$ cat config.mk
export PLATFORM = sky130hd
export DESIGN_NAME = chstat_capture
export DESIGN_NICKNAME = d
export VERILOG_FILES = /design/src/rtl/csc_pkg.sv /design/src/rtl/csc_frame_seq.sv /design/src/rtl/csc_block_shadow.sv /design/src/rtl/csc_read_mux.sv /design/src/rtl/chstat_capture.sv
export SDC_FILE = /design/constraint.sdc
export NUM_CORES = 1
export LEC_CHECK = 0
export ABC_CLOCK_PERIOD_IN_PS = 3100
export BUFFER_PORTS_ARGS = -buffer_cell sky130_fd_sc_hd__buf_2
export CAP_MARGIN = 20
export CORE_ASPECT_RATIO = 1.5
export CORE_MARGIN = 2
export CORE_UTILIZATION = 45
export CTS_CLUSTER_DIAMETER = 100
export CTS_CLUSTER_SIZE = 16
export DETAILED_ROUTE_END_ITERATION = 8
export GPL_TIMING_DRIVEN = 1
export PLACE_DENSITY = 0.6
export SLEW_MARGIN = 20
export SYNTH_ARGS = -nofsm -noshare
export SYNTH_HDL_FRONTEND = slang
export SYNTH_SLANG_ARGS = --single-unit
export TNS_END_PERCENT = 1
$ cat constraint.sdc
create_clock -name clk -period 3.1 [get_ports clk]
set_clock_uncertainty 0.1 [all_clocks]
set_input_delay 0.155 -clock clk [delete_from_list [all_inputs] [get_ports clk]]
set_output_delay 0.155 -clock clk [all_outputs]
set_load 0.01 [all_outputs]
$ cat src/rtl/csc_pkg.sv
package csc_pkg;

    localparam int BLOCK_FRAMES = 192;
    localparam int WORD_BITS    = 32;
    localparam int WORDS_PER_CH = BLOCK_FRAMES / WORD_BITS;

    typedef enum logic {
        SUB_A = 1'b0,
        SUB_B = 1'b1
    } sub_sel_e;

    typedef struct packed {
        logic c;
        logic u;
    } cu_pair_t;

    function automatic cu_pair_t pick_pair(sub_sel_e s, cu_pair_t a, cu_pair_t b);
        return (s == SUB_B) ? b : a;
    endfunction

endpackage

$ cat src/rtl/csc_frame_seq.sv
module csc_frame_seq
    import csc_pkg::*;
#(
    parameter int FRAMES = BLOCK_FRAMES,
    parameter int IDX_W  = $clog2(FRAMES)
) (
    input  logic             clk,
    input  logic             rst,
    input  logic             frame_vld,
    input  logic             blk_start,
    input  sub_sel_e         sub_sel,
    input  cu_pair_t         pair_a,
    input  cu_pair_t         pair_b,
    output logic             wr_en,
    output logic [IDX_W-1:0] wr_idx,
    output logic             publish,
    output cu_pair_t         wr_pair
);

    localparam logic [IDX_W-1:0] LAST_IDX = IDX_W'(FRAMES - 1);

    logic [IDX_W-1:0] cnt;
    logic             armed;
    sub_sel_e         sel_q;
    sub_sel_e         cur_sel;
    logic             start_frame;

    assign start_frame = frame_vld && blk_start;
    assign cur_sel     = start_frame ? sub_sel : sel_q;
    assign wr_en       = frame_vld && (blk_start || armed);
    assign wr_idx      = start_frame ? '0 : cnt;
    assign publish     = wr_en && (wr_idx == LAST_IDX);
    assign wr_pair     = pick_pair(cur_sel, pair_a, pair_b);

    always_ff @(posedge clk) begin
        if (rst) begin
            cnt   <= '0;
            armed <= 1'b0;
            sel_q <= SUB_A;
        end else begin
            if (wr_en) begin
                if (publish) begin
                    cnt   <= '0;
                    armed <= 1'b0;
                end else begin
                    cnt   <= wr_idx + 1'b1;
                    armed <= 1'b1;
                end
            end
            if (start_frame) begin
                sel_q <= sub_sel;
            end
        end
    end


    restart_chk: assert property (@(posedge clk) disable iff (rst)
        start_frame |=> (armed && cnt == IDX_W'(1)));


    idle_hold_chk: assert property (@(posedge clk) disable iff (rst)
        (!armed && !start_frame) |=> !armed);


    sel_hold_chk: assert property (@(posedge clk) disable iff (rst)
        !start_frame |=> $stable(sel_q));


    cnt_range_chk: assert property (@(posedge clk) disable iff (rst)
        cnt <= LAST_IDX);

endmodule

$ cat src/rtl/csc_block_shadow.sv
module csc_block_shadow #(
    parameter int FRAMES = 192,
    parameter int IDX_W  = $clog2(FRAMES)
) (
    input  logic              clk,
    input  logic              rst,
    input  logic              wr_en,
    input  logic [IDX_W-1:0]  wr_idx,
    input  logic              bit_in,
    input  logic              publish,
    output logic [FRAMES-1:0] vis
);

    localparam logic [IDX_W-1:0] LAST_IDX = IDX_W'(FRAMES - 1);

    logic [FRAMES-1:0] work;
    logic [FRAMES-1:0] merged;

    for (genvar g = 0; g < FRAMES; g++) begin : g_bit
        logic hit;
        assign hit       = wr_en && (wr_idx == IDX_W'(g));
        assign merged[g] = hit ? bit_in : work[g];

        always_ff @(posedge clk) begin
            if (rst) begin
                work[g] <= 1'b0;
            end else if (hit) begin
                work[g] <= bit_in;
            end
        end
    end

    always_ff @(posedge clk) begin
        if (rst) begin
            vis <= '0;
        end else if (publish) begin
            vis <= merged;
        end
    end


    vis_hold_chk: assert property (@(posedge clk) disable iff (rst)
        !publish |=> $stable(vis));


    publish_last_chk: assert property (@(posedge clk) disable iff (rst)
        publish |-> (wr_en && wr_idx == LAST_IDX));


    last_bit_chk: assert property (@(posedge clk) disable iff (rst)
        publish |=> (vis[FRAMES-1] == $past(bit_in)));

endmodule

$ cat src/rtl/csc_read_mux.sv
module csc_read_mux #(
    parameter int FRAMES = 192,
    parameter int WORD_W = 32,
    parameter int ADDR_W = 4,
    parameter int NWORDS = FRAMES / WORD_W
) (
    input  logic [FRAMES-1:0] stat_img,
    input  logic [FRAMES-1:0] user_img,
    input  logic [ADDR_W-1:0] rd_addr,
    output logic [WORD_W-1:0] rd_data
);

    logic [WORD_W-1:0] wtab [2*NWORDS];

    for (genvar w = 0; w < NWORDS; w++) begin : g_word
        assign wtab[w]          = stat_img[w*WORD_W +: WORD_W];
        assign wtab[NWORDS + w] = user_img[w*WORD_W +: WORD_W];
    end

    always_comb begin
        rd_data = '0;
        for (int k = 0; k < 2 * NWORDS; k++) begin
            if (rd_addr == ADDR_W'(k)) begin
                rd_data = wtab[k];
            end
        end
    end

endmodule

$ cat src/rtl/chstat_capture.sv
module chstat_capture
    import csc_pkg::*;
#(
    parameter int FRAMES = BLOCK_FRAMES,
    parameter int WORD_W = WORD_BITS,
    parameter int ADDR_W = 4
) (
    input  logic              clk,
    input  logic              rst,
    input  logic              frame_vld,
    input  logic              blk_start,
    input  logic              sub_sel,
    input  logic              c_a,
    input  logic              u_a,
    input  logic              c_b,
    input  logic              u_b,
    input  logic [ADDR_W-1:0] rd_addr,
    output logic [WORD_W-1:0] rd_data,
    output logic              blk_valid
);

    localparam int IDX_W = $clog2(FRAMES);

    logic             wr_en;
    logic [IDX_W-1:0] wr_idx;
    logic             publish;
    cu_pair_t         wr_pair;
    cu_pair_t         pair_a;
    cu_pair_t         pair_b;
    logic [FRAMES-1:0] img [2];
    logic [1:0]        lane_bit;

    assign pair_a   = '{c: c_a, u: u_a};
    assign pair_b   = '{c: c_b, u: u_b};
    assign lane_bit = {wr_pair.u, wr_pair.c};

    csc_frame_seq #(.FRAMES(FRAMES), .IDX_W(IDX_W)) u_seq (
        .clk      (clk),
        .rst      (rst),
        .frame_vld(frame_vld),
        .blk_start(blk_start),
        .sub_sel  (sub_sel_e'(sub_sel)),
        .pair_a   (pair_a),
        .pair_b   (pair_b),
        .wr_en    (wr_en),
        .wr_idx   (wr_idx),
        .publish  (publish),
        .wr_pair  (wr_pair)
    );

    for (genvar l = 0; l < 2; l++) begin : g_lane
        csc_block_shadow #(.FRAMES(FRAMES), .IDX_W(IDX_W)) u_shadow (
            .clk    (clk),
            .rst    (rst),
            .wr_en  (wr_en),
            .wr_idx (wr_idx),
            .bit_in (lane_bit[l]),
            .publish(publish),
            .vis    (img[l])
        );
    end

    csc_read_mux #(.FRAMES(FRAMES), .WORD_W(WORD_W), .ADDR_W(ADDR_W)) u_mux (
        .stat_img(img[0]),
        .user_img(img[1]),
        .rd_addr (rd_addr),
        .rd_data (rd_data)
    );

    always_ff @(posedge clk) begin
        if (rst) begin
            blk_valid <= 1'b0;
        end else if (publish) begin
            blk_valid <= 1'b1;
        end
    end


    valid_sticky_chk: assert property (@(posedge clk) disable iff (rst)
        blk_valid |=> blk_valid);


    valid_rise_chk: assert property (@(posedge clk) disable iff (rst)
        $rose(blk_valid) |-> $past(publish));


    idle_no_write_chk: assert property (@(posedge clk) disable iff (rst)
        !frame_vld |-> (!wr_en && !publish));

endmodule

# Word level (Yosys, flattened, before mapping)
# Cells that the tools add are included.
# Widths: inputs -> output; s select.
[classes] eq_ne=202 n_reduce_logical=197 add_sub_neg=1 muxes=399
[op_table] op="$eq 8x7->1 const B" n=64
[op_table] op="$eq 8x8->1 const B" n=64
[op_table] op="$mux 1" n=384
[op_table] op="$mux 32" n=12
[op_table] op="$eq 8x6->1 const B" n=32
[op_table] op="$logic_and 1x1->1" n=194
[op_table] op="$eq 8x5->1 const B" n=16
[op_table] op="$eq 8x4->1 const B" n=8
[op_table] op="$eq 8x3->1 const B" n=4
[op_table] op="$eq 4x3->1 const B" n=4
[op_table] op="$eq 4x4->1 const B" n=4
[op_table] op="$eq 8x2->1 const B" n=2
[op_table] op="$mux 8" n=2
[op_table] op="$add 8x1->8 const B" n=1
[op_table] op="$eq 4x2->1 const B" n=2
[op_table] op="$eq 8x1->1 const B" n=1
[op_table] op="$logic_not 8->1" n=1
[op_table] op="$eq 4x1->1 const B" n=1
[op_table] op="$logic_not 4->1" n=1
[op_table] op="$mux 2" n=1
[op_table] op="$logic_or 1x1->1" n=1
[word_totals] out_inout_bits=33 ff_bits=777 elab_cells=1187

# Logic depth before layout (Yosys ltp)
# Gate-level depths: netlist of the first run.
[logic_depth] ltp_word=13 mapped_depth=13 ltp_nobuf=9

# Cells and area by module
# From an unflattened synthesis of the first run, not the netlist that was laid out.
[unflattened] hier_cells=4194 hier_area_um2=37499.7
[by_module_without_submodules] module="csc_block_shadow" instances=2 cells_per_inst=1757 area_per_inst_um2=16304.4
[by_module_without_submodules] module="csc_read_mux" instances=1 cells_per_inst=606 area_per_inst_um2=4281.6
[by_module_without_submodules] module="csc_frame_seq" instances=1 cells_per_inst=72 area_per_inst_um2=579.3
[by_module_without_submodules] module="chstat_capture" instances=1 cells_per_inst=2 area_per_inst_um2=30.0

# Worst setup path before layout of the first run
# Ideal clock, no wire load.
[synth_path] path_kind="input -> register" start="input port blk_start" end="register g_lane[0].u_shadow.vis[39]" cell_stages=13 setup_slack_ns=0.691 setup_time_ns=0.069 t_arrival_ns=2.240 cell_sequence="clkbuf_1 nand2_1 buf_2 nand2_1 inv_1 ha_1 nand3_1 nor3_1 nor2_1 clkbuf_1 clkbuf_1 nand2_1 o21ai_1"
[synth_between] elab_chain_len=5 elab_cells_between_ends=11 classes_between="2 x eq/ne; 4 x mux; 5 x reduce/logical"
[synth_lines] item="start: declaration" line_no="chstat_capture.sv:11" rtl="input logic blk_start,"
[synth_lines] item="$logic_and 1x1->1" line_no="csc_frame_seq.sv:28" rtl="assign start_frame = frame_vld && blk_start;"
[synth_lines] item="$mux 8" line_no="csc_frame_seq.sv:31" rtl="assign wr_idx = start_frame ? '0 : cnt;"
[synth_lines] item="$eq 8x6->1" line_no="csc_block_shadow.sv:21" rtl="assign hit = wr_en && (wr_idx == IDX_W'(g));"
[synth_lines] item="$logic_and 1x1->1" line_no="csc_block_shadow.sv:21"
[synth_lines] item="$mux 1" line_no="csc_block_shadow.sv:22" rtl="assign merged[g] = hit ? bit_in : work[g];"
[synth_lines] item="end signal: assignment" line_no="csc_block_shadow.sv:37" rtl="vis <= merged;"
[synth_lines] item="end: declaration" line_no="csc_block_shadow.sv:11" rtl="output logic [FRAMES-1:0] vis"
# Several ways; a longest one is shown, not always the timed one.
# A chain may end at the register's enable or synchronous reset.

# Worst setup path in the final report of the first run
[layout_path] start="register g_lane[0].u_shadow.vis[1]" end="output port rd_data[1]"
[layout_between] elab_chain_len=12
[layout_lines] item="$mux 32 (12 in series)" line_no="csc_read_mux.sv:23" rtl="if (rd_addr == ADDR_W'(k)) begin"
[layout_lines] item="end: declaration" line_no="chstat_capture.sv:18" rtl="output logic [WORD_W-1:0] rd_data,"
# No other way between the ends.

==> impl_metrics.tcl, run 1 <==
set metrics [dict create \
    min_to "u_seq.sel_q" \
    crit_slowest_cell "o21ai_0" \
    clk_latency_ns 0.65 \
    setup_viol 0 \
    stdcell_count 4361 \
    cts_tree "built" \
    fillers 6508 \
    synthArstFlopShare_pct 0 \
    p_int_uw 13400 \
    grtUsageTotal_pct 28.1 \
    synth_edf_count 0 \
    layout_commonest_cell "dfxtp_1" \
    worst_slew_pin_slew_ns 0.961 \
    tns_ns 0 \
    layout_common_cells "dfxtp_1 (777), nand2_1 (532), nor2_1 (513)" \
    initial_core_util_pct 45.3 \
    gp_congestion 0.890 \
    preCtsSetupSlack_ns 0.204 \
    grt_max_degree 156 \
    multi_input_area_um2 13900 \
    ys_seq_elements 777 \
    firstDrtPassIters 5 \
    fin_hold_ws_ns 0.227 \
    die-area_um2 70200 \
    drive_gt1_share_pct 8.85 \
    place_inst 4300 \
    reg2reg_to "g_lane[1].u_shadow.vis[171]" \
    worst_setup_path_end_kind "primary output" \
    first_global_vias 24788 \
    hold_class "in2reg" \
    port-buffer-count 45 \
    rsz0062_at_grt "no" \
    start_kind "register" \
    nNetsFinal 3484 \
    maxSlewHeadroom_pct 35.9 \
    synth_compound_gate_area_share_pct 13.3 \
    die_w_um 217 \
    switching_share_pct 24.4 \
    reg2regPathDepth 6 \
    power_density_nw_per_um2 526 \
    syn-cell-area_um2 30600 \
    clock-sinks 777 \
    grt_pass1_wl_mm 151 \
    worstHoldStart "blk_start" \
    synthDistinctLibCells 61 \
    cts_resized 0 \
    h-tree-depth 2 \
    seqPwrFrac_pct 56.2 \
    rrSetupSlack_ns 0.32 \
    gr-total-overflow 0 \
    power.leakage_uw 0.0135 \
    detailedPlacementHpwl_mm 65.6 \
    critPathLaunch "g_lane[0].u_shadow.vis[1]" \
    antenna_found_initial 1 \
    synth_top_family_by_area "simple AND/OR/NAND/NOR gates" \
    via_per_inst 5.75 \
    ys_seq_area_share_pct 50.8 \
    cp_cell_sequence "nor2b_1 -> o22ai_1 -> a221oi_1 -> nor2_1 -> o21ai_0 -> buf_2" \
    clk_pin_slew_worst_paths_ns 0.08 \
    required_ns 2.84 \
    run_status "finished, final reports clean" \
    cap_violations 0 \
    drt_iter0_markers 2365 \
    ir_worst_vdd_mv 0.395 \
    synth_cells 3486 \
    whs_path_depth 4 \
    fin_crit_sh_pct 93.9 \
    cts_made_buffers 54 \
    clk_path_buf_depth 3 \
    slew_violations 0 \
    root_buffer "clkbuf_16" \
    critPathMaxStageDelay_ns 0.49 \
    critPathArrivalTime_ns 2.66 \
    syn_to_final_growth_pct 10.3 \
    layout_min_cycle_time_ns 2.91 \
    ios 46 \
    insertedDiodeCount 0 \
    avgSynthCellArea_um2 8.79 \
    core_um2 67600 \
    p_switching_uw 4330 \
    ant_nets 0 \
    wl_per_cell_um 22.8 \
    synthFlopType "dfxtp_1" \
    crit_fanout 2 \
    hold_viol_final 0 \
    critPathBufInv 1 \
    die_y_um 324 \
    fmax_mhz 343 \
    synth_mux_area_share_pct 14.7 \
    drc_errors 0 \
    combPwrFrac_pct 6.6 \
    routed_wl_mm 99.4 \
    synth_fp_nets 3503 \
    synth_xor_area_share_pct 0 \
    p_clk_share_pct 37.2 \
    r2r_start "u_seq.cnt[5]" \
    rows 117 \
    yosys.area_share.simple_pct 16.9 \
    regArea_um2 15600 \
    cp_top_family "compound AO/OA/AOI/OAI gates" \
    crit_type "reg2out" \
    synth_warnings 0 \
    vias 25094 \
    setup_slack_ns 0.188 \
    postCtsSetupBuffers 0 \
    total_power_uw 17800 \
    synthAdderAreaFrac_pct 0.163 \
]
worst min-delay path: cells and delay by family:
family | cells | cell delay [ns]
mux | 1 | 0.21
simple gates | 2 | 0.34
buf+inv | 1 | 0.22
cells by family after synthesis:
family / Yosys count
AO/OA/AOI/OAI: 721
adder cells (fa/ha/maj): 4
buffers and inverters: 297
flip-flops: 777
multiplexers: 448
AND/OR/NAND/NOR: 1239
synthesized netlist by cell type, drive strengths merged (2+ instances only):
cell	instances	area, µm²
o22ai	35	219
and2	18	113
o22a	4	35.0
nand3	18	95.1
o32ai	2	17.5
a21oi	96	480
nor3	23	115
dfxtp	777	15600
nand2b	16	100
a21boi	11	82.6
a31oi	10	62.6
nand4	32	200
clkbuf	171	642
or4	3	22.5
ha	4	50.1
a221oi	26	228
o221ai	20	175
nor3b	11	87.6
and4	3	26.3
nor2b	26	163
a2bb2oi	13	114
and3	11	68.8
inv	7	26.3
a311oi	3	26.3
nor4	13	81.3
and4b	2	20.0
o21ai	461	2310
mux2i	430	4300
a211oi	5	47.5
a22oi	27	203
nand2	533	2000
nand3b	2	15.0
nor2	515	1940
buf	118	599
or3b	2	17.5
mux2	17	191
nand4b	4	35.0
a41oi	2	17.5
or2	2	12.5
or3	2	12.5
worst max-delay path by stage:
| stage | to | cells after the start |
|---|---|---|
| 2_1_floorplan | g_lane[0].u_shadow.vis[39] | 13 |
| 4_1_cts | rd_data[1] | 6 |
| 5_1_grt | rd_data[1] | 6 |
| 6_report | rd_data[1] | 6 |
| 3_3_place_gp | rd_data[10] | 8 |
| 3_5_place_dp | g_lane[1].u_shadow.vis[37] | 11 |
power groups by stage:
| stage | clock, µW | sequential [µW] | combinational, µW |
|---|---|---|---|
| 2_1_floorplan | 0 | 10200 | 630 |
| 3_3_place_gp | 0 | 10200 | 1160 |
| 3_5_place_dp | 0 | 10200 | 1160 |
| 4_1_cts | 6720 | 9980 | 1170 |
| 5_1_grt | 7070 | 9980 | 1230 |
| 6_report | 6600 | 9980 | 1180 |
through the flow:
step	util [%]	cell area, µm²
floorplan	-	30600
global placement	47.8	32300
detailed placement	47.8	32300
CTS	50.0	33800
global route	50.0	33800
finish	50.0	33800
what timing repair did:
item,in CTS,in global routing
hold endpoints to repair,61,0
hold buffers,3,0
setup endpoints to repair,0,0
final cells by class:
type | count | share of cell area [%]
inverters | 8 | 0.0888
repair buffers | 214 | 5.28
multi-input cells | 2412 | 41.1
clock inverters | 3 | 0.122
well taps | 892 | 3.30
flip-flops and latches | 777 | 46.0
clock buffers | 55 | 4.07
flip-flops by register name, summed over array words and instances (netlist names):
signal / flops
blk_valid: 1
u_seq.sel_q: 1
g_lane.u_shadow.work: 382
u_seq.cnt: 8
u_seq.armed: 1
g_lane.u_shadow.vis: 384
metal layers:
layer	vias to the layer above	GRT usage [%]	share of wire [%]
li1	11796	-	-
met1	12323	34.3	41
met2	756	49.0	49
met3	219	4.15	5.1
met4	0	12.4	4.7
met5	-	0	0
No activity file was read; power rests on OpenSTA's default activity.
==> run 2: changes to the inputs <==
--- a/config.mk
+++ b/config.mk
@@ -7,17 +7,17 @@
 export LEC_CHECK = 0
 export ABC_CLOCK_PERIOD_IN_PS = 3100
 export BUFFER_PORTS_ARGS = -buffer_cell sky130_fd_sc_hd__buf_2
-export CAP_MARGIN = 20
 export CORE_ASPECT_RATIO = 1.5
 export CORE_MARGIN = 2
-export CORE_UTILIZATION = 45
+export CORE_UTILIZATION = 40
 export CTS_CLUSTER_DIAMETER = 100
 export CTS_CLUSTER_SIZE = 16
 export DETAILED_ROUTE_END_ITERATION = 8
 export GPL_TIMING_DRIVEN = 1
-export PLACE_DENSITY = 0.6
+export PLACE_DENSITY = 0.55
 export SLEW_MARGIN = 20
 export SYNTH_ARGS = -nofsm -noshare
 export SYNTH_HDL_FRONTEND = slang
+export SYNTH_HIERARCHICAL = 1
 export SYNTH_SLANG_ARGS = --single-unit
 export TNS_END_PERCENT = 1
==> run 2 against run 1 <==
The flow now finishes with violations (negative setup slack). Cell count increased by 19%. Utilization decreased by 6.3 points. Clock-buffer cell count unchanged. Total power increased by 3.4%. Combinational power increased by 31%. Sequential cell count increased by 2. Design area increased by 20%. Global-route usage increased by 1.2 points. Worst hold slack got worse by 0.017 ns. Area after synthesis increased by 22%.
==> impl_metrics.tcl, run 2 <==
set metrics [dict create \
    run_status "finished, violations left" \
    violations "negative setup slack" \
    power_density_nw_per_um2 453 \
    worst_slew_pin_slew_ns 1.14 \
    design_area_um2 40500 \
    synthFlopType "dfxtp_1" \
    setup_slack_ns -0.0354 \
    netlist_top_cells_area "dfxtp_1 (42%), a311oi_1 (7.5%), a21oi_1 (5.7%)" \
    yosys.area_share.simple_pct 19.9 \
    yosysMostFrequentCell "dfxtp_1" \
    tns_ns -0.0354 \
    cap_violations 0 \
    ant_nets 0 \
    ys_seq_area_share_pct 41.6 \
    synth_top_family_by_area "compound AO/OA/AOI/OAI gates" \
    postCtsSetupBuffers 0 \
    place_inst 5125 \
    ios 46 \
    rsz0062_at_grt "no" \
    hold_viol_final 0 \
    power.leakage_uw 0.0123 \
    die-area_um2 96300 \
    drt_iter0_markers 3489 \
    synth_common_cells "dfxtp_1 (779), a21oi_1 (426), nor2_1 (365), clkbuf_1 (332), nand4_1 (322)" \
    synth_top_area_share_pct 41.6 \
    insertedDiodeCount 0 \
    maxSlewHeadroom_pct 23.8 \
    layout_common_cells "dfxtp_1 (779), a21oi_1 (426), nor2_1 (363)" \
    synthDistinctLibCells 89 \
    grt_pass1_wl_mm 215 \
    required_ns 2.84 \
    cts_tree "built" \
    synth_cells 4194 \
    syn-cell-area_um2 37500 \
    stdcell_count 5188 \
    detailedPlacementHpwl_mm 87.8 \
    firstDrtPassIters 5 \
    synth_xor_area_share_pct 0 \
    start_kind "register" \
    core_um2 92900 \
    clk_latency_ns 0.67 \
    hold_class "in2reg" \
    layout_min_cycle_time_ns 3.14 \
    gr-usage-met3_pct 3.25 \
    fin_crit_sh_pct 101 \
    grtUsageTotal_pct 29.3 \
    busiest_layer "met2" \
    ys_seq_elements 779 \
    grt_max_degree 212 \
    total_power_uw 18400 \
    clk_pin_slew_worst_paths_ns 0.08 \
    antenna_found_initial 3 \
    port-buffer-count 45 \
    clock-sinks 779 \
    worst_setup_path_end_kind "primary output" \
    die_y_um 379 \
    grtUsageMet2_pct 48.0 \
    place_area_um2 39100 \
    synth_edf_count 0 \
    crit_type "reg2out" \
    synthAdderAreaFrac_pct 0.0334 \
    ir_worst_vdd_mv 0.412 \
    syn_to_final_growth_pct 8.09 \
    root_buffer "clkbuf_16" \
    die_w_um 254 \
    synthArstFlopShare_pct 0 \
    preCtsSetupSlack_ns 0.105 \
    cts_made_buffers 54 \
    first_global_vias 32426 \
    gr-total-overflow 0 \
    synth_top_area_cell "dfxtp_1" \
    clk_path_buf_depth 3 \
    fmax_mhz 319 \
    synth_fp_nets 4208 \
    initial_core_util_pct 40.4 \
    slew_violations 0 \
    h-tree-depth 2 \
    gp_congestion 0.860 \
    routed_wl_mm 145 \
    drive_gt1_share_pct 13.0 \
    whs_path_depth 5 \
    vias 34386 \
    avgSynthCellArea_um2 8.94 \
    rows 137 \
    critPathArrivalTime_ns 2.88 \
    synth_warnings 6 \
    reg2regPathDepth 4 \
    synth_mux_area_share_pct 4.40 \
    drc_errors 0 \
    layout_commonest_cell "dfxtp_1" \
    setup_viol 1 \
    use_met1_pct 36.4 \
    crit_fanout 2 \
    wl_per_cell_um 27.9 \
    via_per_inst 6.63 \
    nNetsFinal 3950 \
    largestRegisters "g_lane.u_shadow/vis: 384 flops, g_lane.u_shadow/work: 384 flops, u_seq/cnt: 8 flops" \
    synth_compound_gate_area_share_pct 26.6 \
]
[run 2: area by class of cell]
cell class                      instances  area [µm²]
Timing Repair Buffer                  270        2640
Fill cell                            9229       52400
Sequential cell                       779       15600
Inverter                               10        38.8
Clock buffer                           55        1380
Multi-Input combinational cell       2821       19300
Tap cell                             1251        1570
Clock inverter                          2        16.3
[run 2: what timing repair did]
item / CTS / global route
hold endpoints to repair: 56 / 0
hold buffers: 5 / 0
resized for setup: 0 / 3
setup endpoints to repair: 0 / 50
[run 2: report_power, final]
part	switching, µW	internal [µW]
registers	3.48	10000
logic	1140	399
clock network	3690	3130
[run 2: cell families after synthesis]
| logic type | count (synthesis) |
|---|---|
| and+or+nand+nor | 1293 |
| adders and majority gates | 1 |
| AOI/OAI and AO/OA | 1380 |
| DFF | 779 |
| muxes | 147 |
| buffers and inverters | 594 |
[run 2: per-stage QoR]
step,hold WS (ns),utilization [%]
3_5_place_dp,0.346,42.0
3_3_place_gp,0.340,42.0
5_1_grt,0.240,43.6
2_1_floorplan,0.222,-
4_1_cts,0.187,43.6
6_report,0.209,43.6
[run 2: critical path: stages (launching register included)]
cell and delay (ns):
dfxtp_1 0.43, or3b_2 0.24, o21ai_0 0.17, a221oi_1 0.87
o22ai_1 0.27, buf_2 0.23
[run 2: layer usage]
metal	wire length (µm)	vias up
met5	13	-
met1	57600	16926
li1	-	15661
met2	67800	1437
met4	10500	2
met3	8810	360
[run 2: worst paths after layout]
check                         startpoint                           to  slack (ns)
max            g_lane[0].u_shadow/vis[0]                   rd_data[0]       -0.04
min                                  u_b   g_lane[1].u_shadow/vis[16]        0.21
max reg2reg                 u_seq/cnt[4]  g_lane[1].u_shadow/vis[191]        0.33
min reg2reg  g_lane[0].u_shadow/work[25]  g_lane[0].u_shadow/work[25]        0.35
